--- config.mk ---
export PLATFORM = sky130hd
export DESIGN_NAME = lift_unit_ctrl
export DESIGN_NICKNAME = d
export VERILOG_FILES = /design/src/rtl/lift_pkg.sv /design/src/rtl/lift_dwell_timer.sv /design/src/rtl/lift_normal_fsm.sv /design/src/rtl/lift_fire_fsm.sv /design/src/rtl/lift_unit_ctrl.sv
export SDC_FILE = /design/constraint.sdc
export NUM_CORES = 1
export LEC_CHECK = 0
export BUFFER_PORTS_ARGS = -buffer_cell sky130_fd_sc_hd__clkbuf_2
export CORE_UTILIZATION = 41
export DETAILED_ROUTE_END_ITERATION = 10
export HOLD_SLACK_MARGIN = 0.15
export MAX_ROUTING_LAYER = met4
export PLACE_DENSITY = 0.69
export SYNTH_ARGS = -nofsm -noshare
export SYNTH_HDL_FRONTEND = slang
export SYNTH_SLANG_ARGS = --single-unit
--- constraint.sdc ---
create_clock -name clk -period 1.6 [get_ports clk]
set_input_delay 0.08 -clock clk [delete_from_list [all_inputs] [get_ports clk]]
set_output_delay 0.08 -clock clk [all_outputs]
set_load 0.02 [all_outputs]
--- src/rtl/lift_pkg.sv ---
package lift_pkg;

    typedef enum logic [1:0] {
        N_IDLE = 2'd0,
        N_UP   = 2'd1,
        N_DN   = 2'd2,
        N_DOOR = 2'd3
    } norm_st_t;

    typedef enum logic {
        F_DESCEND = 1'b0,
        F_OPEN    = 1'b1
    } fire_st_t;

    typedef enum logic {
        M_NORMAL = 1'b0,
        M_FIRE   = 1'b1
    } mode_t;

    typedef struct packed {
        logic up;
        logic dn;
        logic open;
        logic tstart;
    } car_cmd_t;

    localparam car_cmd_t CMD_IDLE = '{up: 1'b0, dn: 1'b0, open: 1'b1, tstart: 1'b0};
    localparam car_cmd_t CMD_UP   = '{up: 1'b1, dn: 1'b0, open: 1'b0, tstart: 1'b0};
    localparam car_cmd_t CMD_DN   = '{up: 1'b0, dn: 1'b1, open: 1'b0, tstart: 1'b0};
    localparam car_cmd_t CMD_DOOR = '{up: 1'b0, dn: 1'b0, open: 1'b1, tstart: 1'b1};

endpackage

--- src/rtl/lift_dwell_timer.sv ---
module lift_dwell_timer #(
    parameter int DWELL_SEC = 10
) (
    input  logic clk,
    input  logic rst,
    input  logic run,
    input  logic tick,
    output logic done
);
    localparam int CW = $clog2(DWELL_SEC + 1);
    localparam logic [CW-1:0] LIMIT = CW'(DWELL_SEC);

    logic [CW-1:0] cnt_q;

    always_ff @(posedge clk) begin
        if (rst || !run) begin
            cnt_q <= '0;
        end else if (tick && (cnt_q < LIMIT)) begin
            cnt_q <= cnt_q + 1'b1;
        end
    end

    assign done = (cnt_q == LIMIT);

    // count restarts from zero whenever the door dwell is not running
    a_r8_clear_outside_door: assert property (@(posedge clk) disable iff (rst)
        !run |=> cnt_q == '0);

    // counter never passes the dwell limit
    a_r4_no_overflow: assert property (@(posedge clk) disable iff (rst)
        cnt_q <= LIMIT);

    // each tick inside the dwell advances the count by one
    a_r4_tick_step: assert property (@(posedge clk) disable iff (rst)
        (run && tick && !done) |=> (cnt_q == $past(cnt_q) + 1'b1));

endmodule

--- src/rtl/lift_normal_fsm.sv ---
module lift_normal_fsm
    import lift_pkg::*;
#(
    parameter int FLOOR_W = 4
) (
    input  logic               clk,
    input  logic               rst,
    input  logic               hold,
    input  logic [FLOOR_W-1:0] req,
    input  logic [FLOOR_W-1:0] floor,
    input  logic               dwell_done,
    output norm_st_t           st,
    output car_cmd_t           cmd
);
    norm_st_t st_q, st_d;
    logic above, below;

    assign above = (req > floor);
    assign below = (req < floor);

    always_comb begin
        st_d = st_q;
        unique case (st_q)
            N_IDLE: begin
                if (above)      st_d = N_UP;
                else if (below) st_d = N_DN;
                else            st_d = N_IDLE;
            end
            N_UP:   st_d = above ? N_UP : N_DOOR;
            N_DN:   st_d = below ? N_DN : N_DOOR;
            N_DOOR: st_d = dwell_done ? N_IDLE : N_DOOR;
            default: st_d = N_IDLE;
        endcase
    end

    always_ff @(posedge clk) begin
        if (rst || hold) st_q <= N_IDLE;
        else             st_q <= st_d;
    end

    always_comb begin
        unique case (st_q)
            N_IDLE:  cmd = CMD_IDLE;
            N_UP:    cmd = CMD_UP;
            N_DN:    cmd = CMD_DN;
            N_DOOR:  cmd = CMD_DOOR;
            default: cmd = CMD_IDLE;
        endcase
    end

    assign st = st_q;

    // idle with a higher request starts climbing
    a_r2_idle_to_up: assert property (@(posedge clk) disable iff (rst)
        (!hold && st_q == N_IDLE && req > floor) |=> st_q == N_UP);

    // idle with a lower request starts descending
    a_r2_idle_to_dn: assert property (@(posedge clk) disable iff (rst)
        (!hold && st_q == N_IDLE && req < floor) |=> st_q == N_DN);

    // arrival while climbing opens the door
    a_r3_up_arrive: assert property (@(posedge clk) disable iff (rst)
        (!hold && st_q == N_UP && !(req > floor)) |=> st_q == N_DOOR);

    // door stays open until the dwell has elapsed
    a_r4_min_dwell: assert property (@(posedge clk) disable iff (rst)
        (!hold && st_q == N_DOOR && !dwell_done) |=> st_q == N_DOOR);

endmodule

--- src/rtl/lift_fire_fsm.sv ---
module lift_fire_fsm
    import lift_pkg::*;
#(
    parameter int FLOOR_W = 4
) (
    input  logic               clk,
    input  logic               rst,
    input  logic               enter,
    input  logic [FLOOR_W-1:0] floor,
    output logic               at_ground_open,
    output car_cmd_t           cmd
);
    localparam logic [FLOOR_W-1:0] GROUND = FLOOR_W'(1);

    fire_st_t st_q, st_d;
    logic above_ground;

    assign above_ground = (floor > GROUND);

    always_comb begin
        st_d = st_q;
        if (enter) begin
            st_d = above_ground ? F_DESCEND : F_OPEN;
        end else begin
            unique case (st_q)
                F_DESCEND: st_d = above_ground ? F_DESCEND : F_OPEN;
                F_OPEN:    st_d = F_OPEN;
                default:   st_d = F_DESCEND;
            endcase
        end
    end

    always_ff @(posedge clk) begin
        if (rst) st_q <= F_DESCEND;
        else     st_q <= st_d;
    end

    always_comb begin
        unique case (st_q)
            F_DESCEND: cmd = CMD_DN;
            F_OPEN:    cmd = CMD_IDLE;
            default:   cmd = CMD_DN;
        endcase
    end

    assign at_ground_open = (st_q == F_OPEN);

    // once the emergency door is open it stays open until re-entry
    a_r6_open_sticky: assert property (@(posedge clk) disable iff (rst)
        (st_q == F_OPEN && !enter) |=> st_q == F_OPEN);

    // descent continues while above floor 1
    a_r6_keep_descending: assert property (@(posedge clk) disable iff (rst)
        (st_q == F_DESCEND && !enter && above_ground) |=> st_q == F_DESCEND);

endmodule

--- src/rtl/lift_unit_ctrl.sv ---
module lift_unit_ctrl
    import lift_pkg::*;
#(
    parameter int FLOOR_W   = 4,
    parameter int DWELL_SEC = 10
) (
    input  logic               clk,
    input  logic               rst,
    input  logic [FLOOR_W-1:0] req_floor,
    input  logic [FLOOR_W-1:0] cur_floor,
    input  logic               fire_alarm,
    input  logic               sec_tick,
    output logic               go_up,
    output logic               go_down,
    output logic               door_open,
    output logic               dwell_start
);
    mode_t    mode_q, mode_d;
    norm_st_t n_st;
    car_cmd_t n_cmd, f_cmd, cmd;
    logic     dwell_done, fire_done, fire_enter, norm_hold;

    assign fire_enter = (mode_q == M_NORMAL) && fire_alarm;
    assign norm_hold  = (mode_q == M_FIRE) || fire_alarm;

    always_comb begin
        mode_d = mode_q;
        unique case (mode_q)
            M_NORMAL: if (fire_alarm)               mode_d = M_FIRE;
            M_FIRE:   if (fire_done && !fire_alarm) mode_d = M_NORMAL;
            default:                                mode_d = M_NORMAL;
        endcase
    end

    always_ff @(posedge clk) begin
        if (rst) mode_q <= M_NORMAL;
        else     mode_q <= mode_d;
    end

    lift_normal_fsm #(.FLOOR_W(FLOOR_W)) u_norm (
        .clk        (clk),
        .rst        (rst),
        .hold       (norm_hold),
        .req        (req_floor),
        .floor      (cur_floor),
        .dwell_done (dwell_done),
        .st         (n_st),
        .cmd        (n_cmd)
    );

    lift_fire_fsm #(.FLOOR_W(FLOOR_W)) u_fire (
        .clk            (clk),
        .rst            (rst),
        .enter          (fire_enter),
        .floor          (cur_floor),
        .at_ground_open (fire_done),
        .cmd            (f_cmd)
    );

    lift_dwell_timer #(.DWELL_SEC(DWELL_SEC)) u_dwell (
        .clk  (clk),
        .rst  (rst),
        .run  (cmd.tstart),
        .tick (sec_tick),
        .done (dwell_done)
    );

    always_comb begin
        unique case (mode_q)
            M_NORMAL: cmd = n_cmd;
            M_FIRE:   cmd = f_cmd;
            default:  cmd = CMD_IDLE;
        endcase
    end

    assign go_up       = cmd.up;
    assign go_down     = cmd.dn;
    assign door_open   = cmd.open;
    assign dwell_start = cmd.tstart;

    // door never open while the car is commanded to move
    a_r5_no_open_moving: assert property (@(posedge clk) disable iff (rst)
        door_open |-> !(go_up || go_down));

    // at most one motion command at a time
    a_r5_single_motion: assert property (@(posedge clk) disable iff (rst)
        $onehot0({go_up, go_down}));

    // an alarm in normal service preempts on the next edge
    a_r6_preempt: assert property (@(posedge clk) disable iff (rst)
        (mode_q == M_NORMAL && fire_alarm) |=> mode_q == M_FIRE);

    // fire mode is held until the alarm is low and the sequence is done
    a_r7_hold_fire: assert property (@(posedge clk) disable iff (rst)
        (mode_q == M_FIRE && !(fire_done && !fire_alarm)) |=> mode_q == M_FIRE);

    // normal service resumes in Idle
    a_r7_resume_idle: assert property (@(posedge clk) disable iff (rst)
        (mode_q == M_FIRE && fire_done && !fire_alarm) |=> (mode_q == M_NORMAL && n_st == N_IDLE));

endmodule

==> results.py <==
metrics = {
    "timing": {
        "final-hold-violation-count": 0,
        "slew_headroom_pct": 86.0,
        "fin_worst_hold_slack_ps": 158,
        "report.final.slew_viol_count": 0,
        "finClkSkew_ps": 8.28,
        "total_negative_setup_slacks_ps": 0,
        "min_period_over_period_pct": 90.3,
        "tightestPinTransition_ps": 208,
        "min_period_ps": 1440,
        "timing.fmax_ghz": 0.692,
        "final_critical_path_setup_slack_ps": 155,
        "finalSetupViolations": 0,
        "rsz0062_at_grt": "no",
    },
    "clock_network": {
        "clkLatencyLatePin_ps": 250,
        "number_of_buffers_inserted_during_clock_tree_synthesis": 3,
        "cts-root-buf": "sky130_fd_sc_hd__clkbuf_4",
        "post_cts.repair.setup_buffers": 0,
        "clock_tree_from_tritoncts": "done",
        "cts.hold.buffers_added": 2,
        "cts-root-to-sink-buffers": 2,
        "cts.sink_count": 8,
        "resized_gates_after_cts": 0,
        "path_clk_slew_ps": 60,
        "cts_htree_levels": 1,
    },
    "setup_path": {
        "length_in_cells_of_the_worst_reg_to_reg_path": 6,
        "worst_ep_arrival_time_ps": 1360,
        "timing.rr.start": "u_dwell.cnt_q[0]$_SDFFE_PP0P_",
        "cp-start-kind": "flop",
        "timing.critical_path.to_type": "output pin",
        "regToRegEndpoint": "u_norm.st[0]$_SDFF_PP0_",
        "r2r_setup_slack_ps": 350,
        "critPathRequiredTime_ps": 1520,
        "crit_fanout": 4,
        "class_of_the_most_critical_setup_path": "flop to output pin",
    },
    "floorplanning": {
        "die_height_um": 39.5,
        "top_level_ports": 16,
        "initial_utilization_pct": 44.2,
        "die-area_sq_um": 1560,
        "die_x_um": 39.5,
        "rows": 13,
        "core_area_sq_um": 1300,
    },
    "placement": {
        "detail_placement_hpwl_um": 957,
        "numPortBuffers": 15,
        "routabilityCongestion": 0.707,
        "post-place-ws_ps": 301,
    },
    "yosys": {
        "synth.distinct_cells": 23,
        "ys_warnings": 0,
        "ys.flop_type": "sky130_fd_sc_hd__dfxtp_1",
        "synth-edff-count": 0,
        "synth.avg_cell_area_sq_um": 8.22,
        "ys_async_sr_fraction_pct": 0,
        "postSynthRegisterBits": 8,
        "syn-instance-count": 70,
        "synth.yosys.seq_area_share_pct": 27.8,
        "synth_nets": 93,
        "syn-cell-area_sq_um": 576,
    },
    "min_path": {
        "hold_crit_class": "input port to flop",
        "holdPathEnd": "u_fire.at_ground_open$_SDFF_PP0_",
        "worst_hold_startpoint": "cur_floor[1]",
        "worst_hold_path.num_cells": 4,
    },
    "routing": {
        "drc": 0,
        "route.vias.total": 548,
        "iter_0_drt_violations": 10,
        "drtPass1Iterations": 4,
        "totalWireLength_mm": 1.17,
        "avgRoutedWirePerCell_um": 11.1,
        "route.detailed.vias_per_inst": 5.22,
        "final_antenna_net_count": 0,
    },
    "cells_and_area": {
        "nets": 115,
        "final_common_cell": "sky130_fd_sc_hd__clkbuf_2",
        "layout-drive-gt1-share_pct": 22.2,
        "antenna_cells_inserted": 0,
        "area_growth_syn_to_layout_pct": 23.7,
        "layout.cells.most_common_list": "15 x sky130_fd_sc_hd__clkbuf_2, 11 x sky130_fd_sc_hd__inv_1, 11 x sky130_fd_sc_hd__ha_1",
        "finalCoreUtilization_pct": 54.7,
    },
    "grt": {
        "met3_track_demand_over_resource_in_global_routing_pct": 6.82,
        "grt_first_pass_wirelength_mm": 1.90,
        "global_route.usage.total_pct": 18.7,
        "grt_start_max_net_pins": 8,
        "grt.overflow.total": 0,
        "number_of_antenna_violations_at_the_first_check_in_global_routing": 0,
        "grt_pass1_vias": 474,
        "grt_busiest_layer": "met2",
        "grtUsageMet1_pct": 22.3,
        "global_routing_usage_on_met2_pct": 30.7,
    },
    "pwr": {
        "total_power_uw": 467,
        "power_density_nw_per_um2": 655,
        "peakVddDrop_mv": 0.400,
        "power.static_leakage_uw": 0.000357,
    },
    "outcome": {
        "status": "complete, no violations",
    },
    "job": {
        "maxCapViolCount": 0,
    },
}
-- worst max-delay path by stage --
stage | from | end | slack, ps | depth (start not counted)
after floorplan | u_norm.st[0]$_SDFF_PP0_ | door_open | 330 | 3
after global placement | cur_floor[1] | u_norm.st[0]$_SDFF_PP0_ | 360 | 7
after detailed placement | cur_floor[1] | u_norm.st[0]$_SDFF_PP0_ | 300 | 7
after CTS | u_norm.st[0]$_SDFF_PP0_ | door_open | 130 | 4
after global routing | u_norm.st[0]$_SDFF_PP0_ | door_open | 90 | 4
final | u_norm.st[0]$_SDFF_PP0_ | door_open | 160 | 4
-- layout make-up --
| cell class | instances | area [sq um] |
|---|---|---|
| Tap cell | 15 | 18.8 |
| Multi-Input combinational cell | 51 | 374 |
| Sequential cell | 8 | 160 |
| Clock buffer | 3 | 22.5 |
| Inverter | 11 | 41.3 |
| Fill cell | 151 | 589 |
| Timing Repair Buffer | 17 | 95.1 |
-- worst max-delay path, stage by stage, from the launching register on --
cell and delay, ps:
sky130_fd_sc_hd__dfxtp_1 380, sky130_fd_sc_hd__inv_1 80, sky130_fd_sc_hd__ha_1 280, sky130_fd_sc_hd__o21ai_0 170
sky130_fd_sc_hd__clkbuf_2 190
-- cells by family after synthesis --
kind of cell             count (synthesis)  synth area share [%]
adder cells (fa/ha/maj)                 11                  23.9
flip-flops                               8                  27.8
buffers and inverters                   11                  7.17
AO/OA/AOI/OAI                           22                  24.6
AND/OR/NAND/NOR                         17                  15.0
XOR/XNOR                                 1                  1.52
-- synth_stat cells, types with 2 or more instances --
master	n	share of area, %
sky130_fd_sc_hd__dfxtp_1	8	28
sky130_fd_sc_hd__inv_1	11	7.2
sky130_fd_sc_hd__o21ai_1	2	1.7
sky130_fd_sc_hd__ha_1	11	24
sky130_fd_sc_hd__nor2_1	6	3.9
sky130_fd_sc_hd__and2b_2	2	3.0
sky130_fd_sc_hd__a31oi_1	3	3.3
sky130_fd_sc_hd__o21ai_0	5	4.3
sky130_fd_sc_hd__a21oi_1	4	3.5
sky130_fd_sc_hd__a211o_1	2	3.0
sky130_fd_sc_hd__nand2_1	4	2.6
-- per-layer routing --
layer / vias to the layer above / routed length (um)
met3: 0 / 41
li1: 283 / -
met2: 13 / 585
met4: 0 / 0
met1: 252 / 541
met5: - / 0
-- through the flow --
stage,instance area (sq um),std cells
floorplan,576,70
global placement,669,100
detailed placement,669,100
CTS,712,105
global route,712,105
finish,712,105
-- sequential cells by signal, summed over array words and instances, names as in the netlist --
name,count
mode_q,1
u_dwell.cnt_q,4
u_fire.at_ground_open,1
u_norm.st,2
-- where the power goes --
part           switching [uW]  total (uW)  internal [uW]
registers                7.21         213            206
logic                    55.2         102           47.1
clock network            65.6         151           85.6
No activity file was read; power rests on OpenSTA's default activity.
